--- src/rtl/mmc_cmd_pkg.sv ---
package mmc_cmd_pkg;

  typedef enum logic [1:0] {
    ST_IDLE,
    ST_SEND,
    ST_WAIT,
    ST_RECV
  } eng_state_t;

  localparam int CMD_BITS   = 48;
  localparam int CMD_BYTES  = 5;
  localparam int SHORT_BITS = 48;
  localparam int LONG_BITS  = 136;

  // one step of the x^7+x^3+1 shift register, input bit fed at the top
  function automatic logic [6:0] crc7_step(input logic [6:0] c, input logic d);
    logic fb;
    fb = d ^ c[6];
    crc7_step = {c[5:0], 1'b0} ^ (fb ? 7'h09 : 7'h00);
  endfunction

endpackage

--- src/rtl/mmc_byte_fifo.sv ---
module mmc_byte_fifo #(
  parameter int WIDTH = 8,
  parameter int DEPTH = 8
) (
  input  logic             clk,
  input  logic             rst_n,
  input  logic             clr,
  input  logic             in_valid,
  output logic             in_ready,
  input  logic [WIDTH-1:0] in_data,
  output logic             out_valid,
  input  logic             out_ready,
  output logic [WIDTH-1:0] out_data,
  output logic [$clog2(DEPTH):0] level
);
  localparam int AW = $clog2(DEPTH);
  localparam logic [AW:0] FULL_LVL = (AW+1)'(DEPTH);

  logic [WIDTH-1:0] mem [DEPTH];
  logic [AW-1:0]    wr_ptr, rd_ptr;
  logic [AW:0]      cnt;
  logic             push, pop;

  assign in_ready  = !clr && (cnt != FULL_LVL);
  assign out_valid = !clr && (cnt != '0);
  assign out_data  = mem[rd_ptr];
  assign level     = cnt;
  assign push      = in_valid && in_ready;
  assign pop       = out_valid && out_ready;

  always_ff @(posedge clk or negedge rst_n) begin
    if (!rst_n) begin
      wr_ptr <= '0;
      rd_ptr <= '0;
      cnt    <= '0;
    end else if (clr) begin
      wr_ptr <= '0;
      rd_ptr <= '0;
      cnt    <= '0;
    end else begin
      if (push) wr_ptr <= wr_ptr + 1'b1;
      if (pop)  rd_ptr <= rd_ptr + 1'b1;
      if (push && !pop)      cnt <= cnt + 1'b1;
      else if (pop && !push) cnt <= cnt - 1'b1;
    end
  end

  always_ff @(posedge clk) begin
    if (push) mem[wr_ptr] <= in_data;
  end

endmodule

--- src/rtl/mmc_fall_detect.sv ---
module mmc_fall_detect (
  input  logic clk,
  input  logic rst_n,
  input  logic lvl,
  output logic fell
);
  logic lvl_q;

  always_ff @(posedge clk or negedge rst_n) begin
    if (!rst_n) lvl_q <= 1'b0;
    else        lvl_q <= lvl;
  end

  assign fell = lvl_q && !lvl;

endmodule

--- src/rtl/mmc_cmd_engine.sv ---
module mmc_cmd_engine
  import mmc_cmd_pkg::*;
#(
  parameter int TX_DEPTH = 8,
  parameter int RX_DEPTH = 32,
  parameter int TIMEOUT  = 64
) (
  input  logic       clk,
  input  logic       rst_n,
  input  logic       cmd_en,
  input  logic       resp_en,
  input  logic       resp_fmt48,
  input  logic       crc_dis,
  input  logic       tx_ptr_rst,
  input  logic       rx_ptr_rst,
  input  logic       in_valid,
  output logic       in_ready,
  input  logic [7:0] in_data,
  output logic       out_valid,
  input  logic       out_ready,
  output logic [7:0] out_data,
  output logic       cmd_out,
  output logic       cmd_oe,
  input  logic       cmd_in,
  output logic       busy,
  output logic       resp_ok,
  output logic       crc_err,
  output logic       resp_timeout,
  output logic       resp_done
);
  localparam int TXL = $clog2(TX_DEPTH) + 1;
  localparam int RXL = $clog2(RX_DEPTH) + 1;
  localparam int TW  = $clog2(TIMEOUT + 1);
  localparam logic [TXL-1:0] NEED_BYTES = TXL'(CMD_BYTES);
  localparam logic [7:0] DATA_END  = 8'(CMD_BYTES * 8);
  localparam logic [7:0] CMD_LAST  = 8'(CMD_BITS - 1);
  localparam logic [7:0] S_LAST    = 8'(SHORT_BITS - 1);
  localparam logic [7:0] L_LAST    = 8'(LONG_BITS - 1);
  localparam logic [7:0] S_CRC_AT  = 8'(SHORT_BITS - 8);
  localparam logic [7:0] L_CRC_AT  = 8'(LONG_BITS - 8);
  localparam logic [TW-1:0] TMO_LAST = TW'(TIMEOUT - 1);

  eng_state_t    state;
  logic [7:0]    bit_cnt;
  logic [TW-1:0] tmo_cnt;
  logic [7:0]    cur;
  logic [6:0]    sh;
  logic [6:0]    crc;
  logic          mism, armed, fmt48_q, dis_q;

  logic           cmd_fell, resp_fell, launch;
  logic [TXL-1:0] tx_level;
  logic [7:0]     tx_head;
  logic           tx_valid, tx_pop;
  logic           rx_push, rx_in_ready;
  logic [RXL-1:0] rx_level;
  logic [7:0]     rx_byte;
  logic           nxt_bit;
  logic [7:0]     crc_idx, resp_last, crc_at, data_lo;
  logic           in_data_zone, in_crc_zone, exp_bit;
  logic           unused_rx;

  mmc_fall_detect u_launch_edge (.clk(clk), .rst_n(rst_n), .lvl(cmd_en),  .fell(cmd_fell));
  mmc_fall_detect u_arm_edge    (.clk(clk), .rst_n(rst_n), .lvl(resp_en), .fell(resp_fell));

  mmc_byte_fifo #(.WIDTH(8), .DEPTH(TX_DEPTH)) u_txq (
    .clk(clk), .rst_n(rst_n), .clr(tx_ptr_rst),
    .in_valid(in_valid), .in_ready(in_ready), .in_data(in_data),
    .out_valid(tx_valid), .out_ready(tx_pop), .out_data(tx_head),
    .level(tx_level)
  );

  mmc_byte_fifo #(.WIDTH(8), .DEPTH(RX_DEPTH)) u_rxq (
    .clk(clk), .rst_n(rst_n), .clr(rx_ptr_rst),
    .in_valid(rx_push), .in_ready(rx_in_ready), .in_data(rx_byte),
    .out_valid(out_valid), .out_ready(out_ready), .out_data(out_data),
    .level(rx_level)
  );

  assign unused_rx = &{1'b0, rx_in_ready, rx_level, tx_valid};

  assign launch = cmd_fell && (state == ST_IDLE) && (tx_level >= NEED_BYTES);
  assign busy   = (state != ST_IDLE);

  // transmit bit selection: a byte is taken from the queue head at each byte boundary
  always_comb begin
    tx_pop  = 1'b0;
    nxt_bit = 1'b1;
    crc_idx = 8'd46 - bit_cnt;
    if (state == ST_SEND) begin
      if (bit_cnt < DATA_END) begin
        if (bit_cnt[2:0] == 3'd0) begin
          nxt_bit = tx_head[7];
          tx_pop  = 1'b1;
        end else begin
          nxt_bit = cur[3'd7 - bit_cnt[2:0]];
        end
        if (bit_cnt == 8'd0) nxt_bit = 1'b0;
        if (bit_cnt == 8'd1) nxt_bit = 1'b1;
      end else if (bit_cnt < CMD_LAST) begin
        nxt_bit = crc[crc_idx[2:0]];
      end
    end
  end

  // receive windows depend on the latched format
  always_comb begin
    resp_last    = fmt48_q ? S_LAST   : L_LAST;
    crc_at       = fmt48_q ? S_CRC_AT : L_CRC_AT;
    data_lo      = fmt48_q ? 8'd0     : 8'd8;
    in_data_zone = (bit_cnt >= data_lo) && (bit_cnt < crc_at);
    in_crc_zone  = (bit_cnt >= crc_at) && (bit_cnt < crc_at + 8'd7);
    exp_bit      = crc[3'(crc_at + 8'd6 - bit_cnt)];
    rx_push      = (state == ST_RECV) && (bit_cnt[2:0] == 3'd7);
    rx_byte      = {sh, cmd_in};
  end

  always_ff @(posedge clk or negedge rst_n) begin
    if (!rst_n) begin
      state        <= ST_IDLE;
      bit_cnt      <= '0;
      tmo_cnt      <= '0;
      cur          <= '0;
      sh           <= '0;
      crc          <= '0;
      mism         <= 1'b0;
      armed        <= 1'b0;
      fmt48_q      <= 1'b1;
      dis_q        <= 1'b0;
      cmd_out      <= 1'b1;
      cmd_oe       <= 1'b0;
      resp_ok      <= 1'b0;
      crc_err      <= 1'b0;
      resp_timeout <= 1'b0;
      resp_done    <= 1'b0;
    end else begin
      resp_done <= 1'b0;
      if (resp_fell) armed <= 1'b1;
      unique case (state)
        ST_IDLE: begin
          cmd_oe  <= 1'b0;
          cmd_out <= 1'b1;
          if (launch) begin
            state        <= ST_SEND;
            bit_cnt      <= '0;
            crc          <= '0;
            fmt48_q      <= resp_fmt48;
            dis_q        <= crc_dis;
            resp_ok      <= 1'b0;
            crc_err      <= 1'b0;
            resp_timeout <= 1'b0;
          end
        end
        ST_SEND: begin
          cmd_oe  <= 1'b1;
          cmd_out <= nxt_bit;
          if (tx_pop) cur <= tx_head;
          if (bit_cnt < DATA_END) crc <= crc7_step(crc, nxt_bit);
          if (bit_cnt == CMD_LAST) begin
            bit_cnt <= '0;
            tmo_cnt <= '0;
            if (armed) begin
              state <= ST_WAIT;
              armed <= 1'b0;
            end else begin
              state <= ST_IDLE;
            end
          end else begin
            bit_cnt <= bit_cnt + 8'd1;
          end
        end
        ST_WAIT: begin
          cmd_oe  <= 1'b0;
          cmd_out <= 1'b1;
          if (!cmd_in) begin
            state   <= ST_RECV;
            bit_cnt <= 8'd1;
            sh      <= {sh[5:0], 1'b0};
            crc     <= '0;
            mism    <= 1'b0;
          end else if (tmo_cnt == TMO_LAST) begin
            state        <= ST_IDLE;
            resp_timeout <= 1'b1;
          end else begin
            tmo_cnt <= tmo_cnt + 1'b1;
          end
        end
        ST_RECV: begin
          sh <= {sh[5:0], cmd_in};
          if (in_data_zone) crc <= crc7_step(crc, cmd_in);
          if (in_crc_zone && (cmd_in != exp_bit)) mism <= 1'b1;
          if (bit_cnt == resp_last) begin
            state     <= ST_IDLE;
            bit_cnt   <= '0;
            resp_done <= 1'b1;
            resp_ok   <= 1'b1;
            crc_err   <= !dis_q && mism;
          end else begin
            bit_cnt <= bit_cnt + 8'd1;
          end
        end
        default: state <= ST_IDLE;
      endcase
    end
  end

endmodule


--- config.mk ---
export PLATFORM = sky130hd
export DESIGN_NAME = mmc_cmd_engine
export DESIGN_NICKNAME = d
export VERILOG_FILES = /design/src/rtl/mmc_cmd_pkg.sv /design/src/rtl/mmc_byte_fifo.sv /design/src/rtl/mmc_fall_detect.sv /design/src/rtl/mmc_cmd_engine.sv
export SDC_FILE = /design/constraint.sdc
export NUM_CORES = 1
export LEC_CHECK = 0
export ABC_AREA = 1
export CAP_MARGIN = 20
export CORE_MARGIN = 1.5
export CORE_UTILIZATION = 30
export CTS_BUF_LIST = sky130_fd_sc_hd__clkbuf_2 sky130_fd_sc_hd__clkbuf_4 sky130_fd_sc_hd__clkbuf_8
export DETAILED_ROUTE_END_ITERATION = 6
export PLACE_DENSITY_LB_ADDON = 0.2
export SLEW_MARGIN = 20
export SYNTH_ARGS = -nofsm -noshare
export SYNTH_HDL_FRONTEND = slang
export SYNTH_SLANG_ARGS = --single-unit
--- constraint.sdc ---
create_clock -name clk -period 2.4 [get_ports clk]
set_clock_uncertainty 0.2 [all_clocks]
set_input_delay 0.72 -clock clk [delete_from_list [all_inputs] [get_ports clk]]
set_output_delay 0.72 -clock clk [all_outputs]
set_load 0.03 [all_outputs]
==> flow_metrics.env <==
export IMPL_r2r_start="u_txq.level[0]$_DFFE_PN0P_"
export IMPL_cts_tree="yes"
export IMPL_synthXorXnorAreaFrac=0.00723
export IMPL_post_route_min_period_ns=3.42
export IMPL_die_w_um=241
export IMPL_die_area_mm2=0.0580
export IMPL_synth_compound_area_share=0.129
export IMPL_violations="setup timing"
export IMPL_start_util=0.305
export IMPL_min_path_type="reg -> reg"
export IMPL_synth_top_family_by_area="compound AO/OA/AOI/OAI gates"
export IMPL_drc=0
export IMPL_ys_seq_elements=397
export IMPL_port_buffers=35
export IMPL_path_class="reg -> out"
export IMPL_worst_setup_path_end_kind="primary output"
export IMPL_grt_max_degree=36
export IMPL_crit_arrival_ns=2.50
export IMPL_synth_adder_area_share=0.0193
export IMPL_syn_inst=1488
export IMPL_finalCritPeriodShare=1.42
export IMPL_slew_viol_final=0
export IMPL_via_per_inst=4.67
export IMPL_dp_cells=2385
export IMPL_ant_nets=0
export IMPL_r2r_end="u_txq.level[3]$_DFFE_PN0P_"
export IMPL_rr_worst_depth=18
export IMPL_syn2layout_area_growth_pct=31.7
export IMPL_hold_depth=2
export IMPL_synth_simple_area_share=0.123
export IMPL_cts_root_buf="clkbuf_8"
export IMPL_cts_buffer_depth=3
export IMPL_yosysUniqueCellTypes=56
export IMPL_final_util=0.402
export IMPL_drt_initial_drc_count=706
export IMPL_setup_violations=10
export IMPL_vias=12000
export IMPL_setup_slack_ns=-1.02
export IMPL_slew_limit_headroom=0.641
export IMPL_clk_latency_ns=0.64
export IMPL_rows=86
export IMPL_fill_cells=5401
export IMPL_maxCapViolations=0
export IMPL_antenna_found_initial=0
export IMPL_post_place_ws_ns=-0.539
export IMPL_grt_usage=0.161
export IMPL_stdcell_area_mm2=0.0223
export IMPL_drive_gt1_frac=0.315
export IMPL_worstMarginPinSlew_ns=0.538
export IMPL_cts_max_level=3
export IMPL_cellPowerDensity_mw_per_mm2=1070
export IMPL_startpoint_type="flip-flop"
export IMPL_dp_hpwl_um=28800
export IMPL_crit_required_ns=1.48
export IMPL_overflow=0
export IMPL_fmax_ghz=0.293
export IMPL_rsz0062_at_grt="true"
export IMPL_gp_congestion=0.802
export IMPL_grt_pass1_wl_um=70700
export IMPL_mappedNetlistNets=1532
export IMPL_synth_edff_count=320
export IMPL_outcome="finished, violations left"
export IMPL_post_drt_wl_per_cell_um=17.8
export IMPL_critical_path_max_fanout=10
export IMPL_coreArea_mm2=0.0555
export IMPL_final_cell_mix="edfxtp_1, nor2_1, buf_4"
export IMPL_power_leakage_uw=0.00844
export IMPL_crit_start="u_rxq.rd_ptr[0]$_DFFE_PN0P_"
export IMPL_cts_clk_slew_worst_paths_ns=0.05
export IMPL_die_h_um=241
export IMPL_fin_nets=1800
export IMPL_cts_sinks=397
export IMPL_fin_cells=2563
export IMPL_hold_viol=0
export IMPL_synthFlopType="edfxtp_1"
export IMPL_ys_async_sr_fraction=0.194
export IMPL_dr_pass1_iters=7
export IMPL_grt_pass1_vias=12300
export IMPL_avgSynthCellArea_um2=11.4
export IMPL_r2r_slack_ns=-0.04
export IMPL_ys_seq_area_frac=0.680
export IMPL_ir_drop_mv=0.481
export IMPL_numCtsBuffers=72
export IMPL_syn_area_mm2=0.0170
export IMPL_ios=36
export IMPL_dpl_cell_area_mm2=0.0196
export IMPL_cp_endpoint="out_data[5]"
export IMPL_synth_mux_area_frac=0.00133
export IMPL_final_common_cell="edfxtp_1"
export IMPL_drt_total_wl_um=45500
export IMPL_yosysWarningCount=0
worst max-delay path, cell delays in order (launching register included):
cell and delay (ns):
dfrtp_4 0.54, clkinv_8 0.12, buf_12 0.16, buf_8 0.12
buf_12 0.13, nor2_1 0.05, o22ai_1 0.18, nor2_1 0.10
o22ai_4 0.16, nand2_2 0.09, nand2_4 0.07, buf_6 0.12
layer usage:
metal	GRT usage	vias up	part of all wire
met5	0	-	0
li1	-	5855	-
met2	0.267	219	0.48
met1	0.209	5817	0.46
met4	0.0509	0	0.024
met3	0.0353	86	0.040
worst min path at each step:
| stage | endpoint | from |
|---|---|---|
| CTS | resp_ok$_DFFE_PN0P_ | resp_ok$_DFFE_PN0P_ |
| global route | resp_ok$_DFFE_PN0P_ | resp_ok$_DFFE_PN0P_ |
| global placement | cur[1]$_DFFE_PN0P_ | cur[1]$_DFFE_PN0P_ |
| finish | resp_ok$_DFFE_PN0P_ | resp_ok$_DFFE_PN0P_ |
| detailed placement | resp_ok$_DFFE_PN0P_ | resp_ok$_DFFE_PN0P_ |
| floorplan | armed$_DFF_PN0_ | rst_n |
logic make-up (layout without fill, tap and decap cells):
group,count (synthesis),in the layout
buffers and inverters,173,499
multiplexers,2,2
AND/OR/NAND/NOR,495,495
flip-flops,397,397
other,0,1
XOR/XNOR,14,14
AO/OA/AOI/OAI,382,382
adder cells (fa/ha/maj),25,25
state kept, by name, summed over array words and instances (netlist names), 6 cells and up:
name,cells
u_rxq.mem,256
u_txq.mem,64
bit_cnt,8
cur,8
crc,7
sh,7
tmo_cnt,7
u_rxq.level,6
repair_timing:
action	CTS	global route
setup buffers	30	16
pin swaps	50	79
gates resized for setup	119	148
hold buffers	1	0
endpoints found under the setup margin	20	86
gates cloned	7	1
endpoints found under the hold margin	24	0
power by group:
part,internal (µW),switching [µW]
Sequential,8470,364
Clock,3630,2830
Combinational,3590,4990
metrics by stage:
stage,TNS [ns],power (µW),hold WS (ns)
global placement,-116.63,16000,0.262
finish,-8.04,23900,0.279
detailed placement,-125.40,16000,0.263
global route,-9.94,25300,0.295
CTS,-9.02,23400,0.275
floorplan,-0.0435,13100,0.224
area by class of cell:
cell class / instances / area [µm²] / area share
inverter: 102 / 413 / 0.0185
multi-input combinational: 918 / 5440 / 0.244
sequential: 397 / 11500 / 0.517
clock buffer: 116 / 1370 / 0.0614
antenna: 1 / 2.50 / 0.000112
tap: 748 / 936 / 0.0419
timing repair buffer: 265 / 2530 / 0.113
clock inverter: 16 / 95.1 / 0.00426
synthesized netlist by cell type, types with 5 or more instances:
master / number / area share
a21o_1: 7 / 0.0031
inv_2: 22 / 0.0049
buf_1: 7 / 0.0015
inv_1: 76 / 0.017
ha_1: 23 / 0.017
nand3_1: 45 / 0.013
xnor2_1: 5 / 0.0026
edfxtp_1: 320 / 0.57
nor2_1: 259 / 0.057
o22ai_1: 101 / 0.037
nor3_1: 6 / 0.0018
nand2_1: 154 / 0.034
o21ai_0: 211 / 0.062
xor2_1: 9 / 0.0046
clkbuf_1: 51 / 0.011
o22ai_2: 5 / 0.0037
o21ai_1: 7 / 0.0021
dfrtp_1: 75 / 0.11
buf_2: 10 / 0.0030
a21oi_1: 29 / 0.0086
nand4_1: 6 / 0.0022
o32ai_1: 5 / 0.0026
Power figures use the tool's default switching activity.
